<file path="config.mk">
export PLATFORM = sky130hd
export DESIGN_NAME = hv_param_banks
export DESIGN_NICKNAME = d
export VERILOG_FILES = /design/src/rtl/hvp_pkg.sv /design/src/rtl/hvp_cmd_gate.sv /design/src/rtl/hvp_bank.sv /design/src/rtl/hvp_out_stage.sv /design/src/rtl/hvp_zone.sv /design/src/rtl/hv_param_banks.sv
export SDC_FILE = /design/constraint.sdc
export NUM_CORES = 1
export LEC_CHECK = 0
export ABC_AREA = 0
export BUFFER_PORTS_ARGS = -buffer_cell sky130_fd_sc_hd__buf_2
export CORE_MARGIN = 3
export CORE_UTILIZATION = 45
export DETAILED_ROUTE_END_ITERATION = 6
export GPL_TIMING_DRIVEN = 0
export PLACE_DENSITY = 0.64
export SKIP_CTS_REPAIR_TIMING = 1
export SLEW_MARGIN = 5
export SYNTH_ARGS = -nofsm -noshare
export SYNTH_HDL_FRONTEND = slang
export SYNTH_SLANG_ARGS = --single-unit
</file>
<file path="constraint.sdc">
create_clock -name clk -period 2.05 [get_ports clk]
set_input_delay 0.1025 -clock clk [delete_from_list [all_inputs] [get_ports clk]]
set_output_delay 0.1025 -clock clk [all_outputs]
set_load 0.02 [all_outputs]
</file>
<file path="src/rtl/hvp_pkg.sv">
package hvp_pkg;
  localparam int RSEL_W = 2;
  localparam int VOP_W  = 7;
  localparam int BIAS_W = 3;
  localparam int PUMP_W = 3;

  typedef struct packed {
    logic [RSEL_W-1:0] rsel;
    logic [VOP_W-1:0]  vop;
    logic [BIAS_W-1:0] bias;
    logic [PUMP_W-1:0] pump;
  } hv_set_t;

  typedef enum logic [2:0] {
    K_NONE  = 3'd0,
    K_ZONE  = 3'd1,
    K_RSEL  = 3'd2,
    K_VOP   = 3'd3,
    K_BIAS  = 3'd4,
    K_PUMP  = 3'd5
  } cmd_kind_e;

  function automatic logic is_param_kind(input logic [2:0] k);
    return (k == K_RSEL) || (k == K_VOP) || (k == K_BIAS) || (k == K_PUMP);
  endfunction

  // Rows of section one for each zone code.
  function automatic logic [4:0] zone_first(input logic [2:0] c);
    logic [4:0] r;
    case (c)
      3'd0, 3'd3:         r = 5'd0;
      3'd1, 3'd2, 3'd5:   r = 5'd8;
      default:            r = 5'd16;
    endcase
    return r;
  endfunction

  // Rows of section two for each zone code.
  function automatic logic [4:0] zone_second(input logic [2:0] c);
    logic [4:0] r;
    case (c)
      3'd1, 3'd4:         r = 5'd0;
      3'd0, 3'd2, 3'd6:   r = 5'd8;
      default:            r = 5'd16;
    endcase
    return r;
  endfunction
endpackage

</file>
<file path="src/rtl/hvp_cmd_gate.sv">
module hvp_cmd_gate #(
  parameter int KIND_W = 3
) (
  input  logic              clk,
  input  logic              rst,
  input  logic              cmd_valid,
  input  logic [KIND_W-1:0] cmd_kind,
  input  logic              ext_flag,
  output logic              par_we,
  output logic              zone_we
);
  import hvp_pkg::*;

  logic ext_armed;

  // The qualifier counts as armed only if it was already high one cycle earlier.
  always_ff @(posedge clk) begin
    if (rst) ext_armed <= 1'b0;
    else     ext_armed <= ext_flag;
  end

  logic kind_param;
  logic kind_zone;

  always_comb begin
    kind_param = is_param_kind(3'(cmd_kind));
    kind_zone  = (3'(cmd_kind) == K_ZONE);
    par_we     = cmd_valid && kind_param && ext_flag && ext_armed;
    zone_we    = cmd_valid && kind_zone;
  end
endmodule

</file>
<file path="src/rtl/hvp_bank.sv">
module hvp_bank #(
  parameter int KIND_W = 3,
  parameter int DATA_W = 7
) (
  input  logic              clk,
  input  logic              rst,
  input  logic              we,
  input  logic [KIND_W-1:0] kind,
  input  logic [DATA_W-1:0] data,
  output hvp_pkg::hv_set_t  set_q,
  output hvp_pkg::hv_set_t  set_nxt
);
  import hvp_pkg::*;

  localparam int DW = (DATA_W > VOP_W) ? DATA_W : VOP_W;

  logic [DW-1:0] data_x;
  assign data_x = DW'(data);

  always_comb begin
    set_nxt = set_q;
    if (we) begin
      case (3'(kind))
        K_RSEL:  set_nxt.rsel = data_x[RSEL_W-1:0];
        K_VOP:   set_nxt.vop  = data_x[VOP_W-1:0];
        K_BIAS:  set_nxt.bias = data_x[BIAS_W-1:0];
        K_PUMP:  set_nxt.pump = data_x[PUMP_W-1:0];
        default: set_nxt = set_q;
      endcase
    end
  end

  always_ff @(posedge clk) begin
    if (rst) set_q <= '0;
    else     set_q <= set_nxt;
  end
endmodule

</file>
<file path="src/rtl/hvp_out_stage.sv">
module hvp_out_stage #(
  parameter int DATA_W = 7,
  parameter int SEL_W  = 2
) (
  input  logic                          clk,
  input  logic                          rst,
  input  logic                          mode_i,
  input  logic [SEL_W-1:0]              rd_sel,
  input  hvp_pkg::hv_set_t [1:0]        bank_nxt,
  output hvp_pkg::hv_set_t              act_q,
  output logic                          mode_q,
  output logic [DATA_W-1:0]             rd_data
);
  import hvp_pkg::*;

  localparam int DW = (DATA_W > VOP_W) ? DATA_W : VOP_W;

  hv_set_t       pick;
  logic [DW-1:0] rd_mux;

  // Select from next-state values so a same-edge write is already visible.
  always_comb begin
    pick = bank_nxt[mode_i];
    case (2'(rd_sel))
      2'd0:    rd_mux = DW'(pick.rsel);
      2'd1:    rd_mux = DW'(pick.vop);
      2'd2:    rd_mux = DW'(pick.bias);
      default: rd_mux = DW'(pick.pump);
    endcase
  end

  always_ff @(posedge clk) begin
    if (rst) begin
      act_q   <= '0;
      mode_q  <= 1'b0;
      rd_data <= '0;
    end else begin
      act_q   <= pick;
      mode_q  <= mode_i;
      rd_data <= rd_mux[DATA_W-1:0];
    end
  end
endmodule

</file>
<file path="src/rtl/hvp_zone.sv">
module hvp_zone #(
  parameter int DATA_W = 7,
  parameter int ZONE_W = 3,
  parameter int ROWS_W = 5
) (
  input  logic              clk,
  input  logic              rst,
  input  logic              we,
  input  logic [DATA_W-1:0] data,
  output logic [ZONE_W-1:0] code_q,
  output logic [ROWS_W-1:0] sec1_q,
  output logic [ROWS_W-1:0] sec2_q
);
  import hvp_pkg::*;

  logic [ZONE_W-1:0] code_nxt;

  assign code_nxt = we ? data[ZONE_W-1:0] : code_q;

  always_ff @(posedge clk) begin
    if (rst) begin
      code_q <= '0;
      sec1_q <= ROWS_W'(zone_first(3'd0));
      sec2_q <= ROWS_W'(zone_second(3'd0));
    end else begin
      code_q <= code_nxt;
      sec1_q <= ROWS_W'(zone_first(3'(code_nxt)));
      sec2_q <= ROWS_W'(zone_second(3'(code_nxt)));
    end
  end
endmodule

</file>
<file path="src/rtl/hv_param_banks.sv">
module hv_param_banks #(
  parameter int KIND_W = 3,
  parameter int DATA_W = 7,
  parameter int SEL_W  = 2,
  parameter int ZONE_W = 3,
  parameter int ROWS_W = 5
) (
  input  logic              clk,
  input  logic              rst,
  input  logic              cmd_valid,
  input  logic [KIND_W-1:0] cmd_kind,
  input  logic [DATA_W-1:0] cmd_data,
  input  logic              ext_flag,
  input  logic              mode_i,
  input  logic [SEL_W-1:0]  rd_sel,
  output logic [1:0]        hv_rsel,
  output logic [6:0]        hv_vop,
  output logic [2:0]        hv_bias,
  output logic [2:0]        hv_pump,
  output logic              mode_q,
  output logic [DATA_W-1:0] rd_data,
  output logic [ZONE_W-1:0] zone_code,
  output logic [ROWS_W-1:0] sec1_rows,
  output logic [ROWS_W-1:0] sec2_rows
);
  import hvp_pkg::*;

  localparam int NBANK = 2;

  logic par_we;
  logic zone_we;

  hv_set_t [NBANK-1:0] bank_q;
  hv_set_t [NBANK-1:0] bank_nxt;
  hv_set_t             act_q;

  hvp_cmd_gate #(.KIND_W(KIND_W)) u_gate (
    .clk       (clk),
    .rst       (rst),
    .cmd_valid (cmd_valid),
    .cmd_kind  (cmd_kind),
    .ext_flag  (ext_flag),
    .par_we    (par_we),
    .zone_we   (zone_we)
  );

  for (genvar b = 0; b < NBANK; b++) begin : g_bank
    logic bank_we;
    assign bank_we = par_we && (mode_i == b[0]);
    hvp_bank #(.KIND_W(KIND_W), .DATA_W(DATA_W)) u_bank (
      .clk     (clk),
      .rst     (rst),
      .we      (bank_we),
      .kind    (cmd_kind),
      .data    (cmd_data),
      .set_q   (bank_q[b]),
      .set_nxt (bank_nxt[b])
    );
  end

  hvp_out_stage #(.DATA_W(DATA_W), .SEL_W(SEL_W)) u_out (
    .clk      (clk),
    .rst      (rst),
    .mode_i   (mode_i),
    .rd_sel   (rd_sel),
    .bank_nxt (bank_nxt),
    .act_q    (act_q),
    .mode_q   (mode_q),
    .rd_data  (rd_data)
  );

  hvp_zone #(.DATA_W(DATA_W), .ZONE_W(ZONE_W), .ROWS_W(ROWS_W)) u_zone (
    .clk    (clk),
    .rst    (rst),
    .we     (zone_we),
    .data   (cmd_data),
    .code_q (zone_code),
    .sec1_q (sec1_rows),
    .sec2_q (sec2_rows)
  );

  assign hv_rsel = act_q.rsel;
  assign hv_vop  = act_q.vop;
  assign hv_bias = act_q.bias;
  assign hv_pump = act_q.pump;
endmodule

</file>
==> flow_summary.json, run 1 <==
{
  "outcome": "complete, no violations",
  "max_freq_mhz": 617,
  "place_area_sq_mm": 0.00304,
  "drt-initial-drc-count": 187,
  "fin_tns_setup_ns": 0,
  "cts_tree": "done",
  "tightest_slew_ns": 0.637,
  "die_w_microns": 83.6,
  "drt-wirelength-per-cell_microns": 15.2,
  "grt_remaining_overflow": 0,
  "worstHoldPathType": "input pin to flip-flop",
  "vias": 2162,
  "slew_headroom": 0.575,
  "placed_cells": 402,
  "pre_cts_slack_ns": 0.452,
  "yosys_warnings": 0,
  "critPathArrivalTime_ns": 1.83,
  "cts_buffers": 9,
  "post-dp-hpwl_microns": 4610,
  "syn-cell-area_sq_mm": 0.00271,
  "p_leak_nw": 1.40,
  "path_max_fanout": 10,
  "grt_max_degree": 11,
  "syn_inst": 281,
  "end_kind": "flip-flop",
  "yosysTopAreaCell": "dfxtp_1",
  "synth_seq_cells": 61,
  "wl_microns": 6360,
  "h-tree-depth": 3,
  "antenna_found_initial": 0,
  "seqCellArea_sq_mm": 0.00122,
  "setup_viol": 0,
  "die-area_sq_mm": 0.00698,
  "finalHoldViolCount": 0,
  "setup_ws_ns": 0.430,
  "drc_errors": 0,
  "grt_pass1_vias": 2105,
  "fill_cells": 550,
  "drive_gt1_frac": 0.295,
  "max_cap_viol_count": 0,
  "multi_input_area_sq_mm": 0.00136,
  "syn_to_final_growth_pct": 20.4,
  "finalCriticalPeriod_ns": 1.62,
  "gp_congestion": 0.868,
  "track_usage": 0.196,
  "synth_area_leaders": "dfxtp_1 45%, mux2i_1 14%, nor2_1 7.2%",
  "clkTransAtPathRegs_ns": 0.07,
  "start_util": 0.477,
  "io_pins": 53,
  "cts-root-buf": "clkbuf_8",
  "die_y_microns": 83.6,
  "drv_slew": 0,
  "insertedDiodeCount": 0,
  "ys_seq_area_frac": 0.451,
  "cp_cell_sequence": "and3_1, buf_4, and3_1, buf_4, buf_6, nor2_1, a21oi_2, nor2_1",
  "start_kind": "flip-flop",
  "path_class": "flip-flop to flip-flop",
  "fin_nets": 359,
  "yosysTopAreaCellShare": 0.451,
  "ys.flop_type": "dfxtp_1",
  "synth.distinct_cells": 47,
  "worstPathRequired_ns": 2.26,
  "clk_path_buf_depth": 2,
  "cp_slowest_stage_delay_ns": 0.35,
  "dr.pass1.iters": 4,
  "crit_family": "buffers and inverters",
  "final_area_sq_mm": 0.00326,
  "portBuffers": 44,
  "post-route-period-util": 0.790,
  "skew_ns": 0.00563,
  "p_per_area_mw_per_mm2": 780,
  "worstSkewPairLatency_ns": 0.34,
  "cts.sinks": 61,
  "crit_slowest_cell": "dfxtp_1",
  "ff2ff_setup_slack_ns": 0.43,
  "synth_edf_count": 0,
  "layout.cells.non_filler": 418,
  "synth.avg_cell_area_sq_um": 9.64,
  "peakVddDrop_mv": 0.466,
  "antenna_left": 0,
  "vias_per_cell": 5.17,
  "synth-async-reset-ratio": 0,
  "worst-path-buf-inv": 3,
  "rows": 27,
  "grt_pass1_wl_microns": 10700,
  "core-area_sq_mm": 0.00568,
  "rsz0062_at_grt": "false"
}
layout make-up:
| class | instances | area share |
|---|---|---|
| tap | 72 | 0.0276 |
| clock buffer | 10 | 0.0422 |
| buffer | 23 | 0.0422 |
| timing repair buffer | 45 | 0.0706 |
| inverter | 3 | 0.00345 |
| clock inverter | 5 | 0.0230 |
| multi-input combinational | 199 | 0.416 |
| sequential | 61 | 0.375 |
routing by layer:
metal / global-route usage / vias up / part of all wire
li1: - / 1086 / -
met5: 0 / - / 0
met2: 0.286 / 70 / 0.43
met4: 0.0556 / 0 / 0.012
met3: 0.0958 / 9 / 0.092
met1: 0.255 / 997 / 0.47
metrics by stage:
| stage | total power [mW] | utilization | hold slack [ns] |
|---|---|---|---|
| 5_1_grt | 2.65 | 0.574 | 0.0205 |
| 2_1_floorplan | 1.35 | - | 0.172 |
| 3_3_place_gp | 1.42 | 0.535 | 0.347 |
| 3_5_place_dp | 1.42 | 0.535 | 0.348 |
| 4_1_cts | 2.57 | 0.573 | -0.0132 |
| 6_report | 2.54 | 0.574 | 0.0124 |
synthesized netlist by cell type (3+ instances only):
library cell   n
dfxtp_1       61
nor2_1        52
mux2i_1       39
a21oi_1       10
clkbuf_1      10
nand2_1       10
buf_4          9
nand3_1        7
nor2b_1        6
nor3_1         6
o21ai_0        6
a211oi_1       5
nor3_2         4
mux2_2         3
nand2b_1       3
nand3_2        3
nor2_2         3
nor4_1         3
registers in the layout, summed over array words and instances (netlist names):
name                 count
g_bank.u_bank.set_q     30
u_zone.code_q            3
u_zone.sec2_q            2
u_zone.sec1_q            2
u_gate.ext_armed         1
u_out.rd_data            7
u_out.act_q             15
u_out.mode_q             1
cell usage in the layout (no fill, tap or decap), types with 4 or more instances in the layout:
master,netlist,layout
buf_4,9,9
a211oi_1,5,5
nor3_2,4,4
nor2_1,52,52
buf_2,2,46
nand2_1,10,10
clkbuf_8,0,10
o21ai_0,6,6
nand3_1,7,7
nor3_1,6,6
mux2i_1,39,39
nor2b_1,6,6
a21oi_1,10,10
conb_1,1,6
dfxtp_1,61,61
clkbuf_1,10,10
cell families after synthesis:
| family | share of synthesized area |
|---|---|
| simple gates | 0.220 |
| other cells | 0.00138 |
| compound gates | 0.0938 |
| mux | 0.179 |
| buf+inv | 0.0550 |
| flops | 0.451 |
where the power goes:
part           internal (mW)  total, mW  switching [mW]
combinational         0.0656      0.199           0.133
sequential              1.20       1.20         0.00361
clock                  0.704       1.14           0.440
total                   1.96       2.54           0.577
worst paths after layout:
check / startpoint / endpoint / depth (start not counted)
worst max-delay path: u_gate.ext_armed / u_out.act_q[11] / 8
worst min-delay path: ext_flag / u_gate.ext_armed / 2
worst min register to register: g_bank[1].u_bank.set_q[10] / g_bank[1].u_bank.set_q[10] / 2
worst max register to register: u_gate.ext_armed / u_out.act_q[11] / 8
(Power assumes the default switching activity.)
==> run 2, diff against run 1 <==
- PLACE_DENSITY: 0.64 -> 0.67
- clock period: 2.05 -> 1.4 ns (I/O delays scaled with it)
==> flow_summary.json, run 2 (same netlist as run 1, synthesis figures left out) <==
{
  "outcome": "finished with violations",
  "violations": "negative setup slack",
  "combPwrFrac": 0.089,
  "tightest_slew_ns": 0.644,
  "slew_headroom": 0.570,
  "io_pins": 53,
  "setup_viol": 32,
  "layout.cells.non_filler": 435,
  "cts.sinks": 61,
  "dr.pass1.iters": 4,
  "grt_pass1_vias": 2053,
  "regMostFlops": "g_bank.u_bank.set_q",
  "finalHoldViolCount": 0,
  "internal_power_mw": 2.72,
  "clk_path_buf_depth": 2,
  "die_y_microns": 83.6,
  "placed_cells": 402,
  "track_usage": 0.185,
  "drc_errors": 0,
  "p_per_area_mw_per_mm2": 1020,
  "die-area_sq_mm": 0.00698,
  "syn_to_final_growth_pct": 30.8,
  "vias": 2308,
  "die_w_microns": 83.6,
  "drive_gt1_frac": 0.361,
  "start_kind": "flip-flop",
  "top_regs": "g_bank.u_bank.set_q x30, u_out.act_q x15, u_out.rd_data x7",
  "end_kind": "flip-flop",
  "peakVddDrop_mv": 0.671,
  "clkTransAtPathRegs_ns": 0.07,
  "layout_common_cells": "60 x dfxtp_1, 50 x nor2_1, 47 x buf_2, 39 x mux2i_1, 16 x buf_4",
  "start_util": 0.477,
  "critPathArrivalTime_ns": 1.75,
  "rsz0062_at_grt": "true",
  "cts-root-buf": "clkbuf_8",
  "p_seq_frac": 0.486,
  "worstPathRequired_ns": 1.62,
  "largest_reg_flops": 30,
  "switching_share": 0.248,
  "grt_remaining_overflow": 0,
  "finalCriticalPeriod_ns": 1.53,
  "gp_congestion": 0.910,
  "pre_cts_slack_ns": -0.260,
  "antenna_left": 0,
  "max_cap_viol_count": 0,
  "grt_max_degree": 11,
  "h-tree-depth": 3,
  "worstHoldPathType": "input pin to flip-flop",
  "rows": 27,
  "drt-wirelength-per-cell_microns": 15.8,
  "setup_ws_ns": -0.131,
  "post-route-period-util": 1.09,
  "worstSkewPairLatency_ns": 0.35,
  "antenna_found_initial": 0,
  "cts_tree": "done",
  "vias_per_cell": 5.31,
  "portBuffers": 44,
  "fin_tns_setup_ns": -2.19,
  "max_freq_mhz": 653,
  "post-dp-hpwl_microns": 4540,
  "grt_pass1_wl_microns": 10100,
  "core-area_sq_mm": 0.00568,
  "p_leak_nw": 1.49,
  "place_area_sq_mm": 0.00305,
  "clkPwrFrac": 0.425,
  "final_common_cell": "dfxtp_1",
  "power.switching_mw": 0.896,
  "drv_slew": 0,
  "final_area_sq_mm": 0.00354,
  "cts_buffers": 9,
  "skew_ns": 0.00959,
  "path_class": "flip-flop to flip-flop",
  "insertedDiodeCount": 0,
  "drt-initial-drc-count": 179,
  "wl_microns": 6860,
  "fin_nets": 375,
  "path_max_fanout": 6,
  "power.total_mw": 3.61
}
-- run 2: cell types whose count changed in the layout (fill, tap and decap cells not counted), sizes merged --
cell,delta
buf,+13
bufinv,-1
clkinv,+1
clkbuf,+2
dlygate4sd3,+2
-- run 2: area by class of cell --
class                   count  area (sq um)
fillers                   471          2130
multi-input cells         199          1480
flip-flops and latches     61          1220
repair buffers             61           390
plain buffers              23           153
clock buffers              11           141
well taps                  72          90.1
clock inverters             5          50.0
inverters                   3          11.3
-- run 2: power groups by stage --
stage / clock, mW / combinational (mW) / sequential [mW]
6_report: 1.54 / 0.320 / 1.76
5_1_grt: 1.62 / 0.342 / 1.76
3_3_place_gp: 0 / 0.282 / 1.79
2_1_floorplan: 0 / 0.173 / 1.81
3_5_place_dp: 0 / 0.285 / 1.79
4_1_cts: 1.56 / 0.287 / 1.75
-- run 2: routing by layer --
metal | global-route usage | share of wire | up-vias
li1 | - | - | 1125
met4 | 0.115 | 0.022 | 0
met1 | 0.246 | 0.47 | 1081
met3 | 0.0365 | 0.063 | 13
met2 | 0.273 | 0.45 | 89
met5 | 0 | 0 | -
-- run 2: through the flow --
stage	hold WS, ns	util
finish	0.00516	0.624
global route	0.0296	0.624
CTS	-0.0369	0.571
detailed placement	0.321	0.537
global placement	0.312	0.537
floorplan	0.139	-
-- run 2: worst max-delay path, stage by stage, from the launching register on --
cell and delay (ns):
dfxtp_2 0.35, and3_4 0.18, buf_6 0.13, and3_4 0.20, buf_8 0.13, buf_8 0.14, nor2_4 0.04, a21oi_4 0.17
nor2_1 0.06
-- run 2: final timing paths --
check / depth (start not counted) / endpoint / slack, ns / start
worst max-delay path: 8 / u_out.act_q[11] / -0.13 / u_gate.ext_armed
worst min-delay path: 3 / g_bank[0].u_bank.set_q[9] / 0.005 / cmd_data[3]
worst max register to register: 8 / u_out.act_q[11] / -0.13 / u_gate.ext_armed
worst min register to register: 2 / g_bank[1].u_bank.set_q[9] / 0.46 / g_bank[1].u_bank.set_q[9]
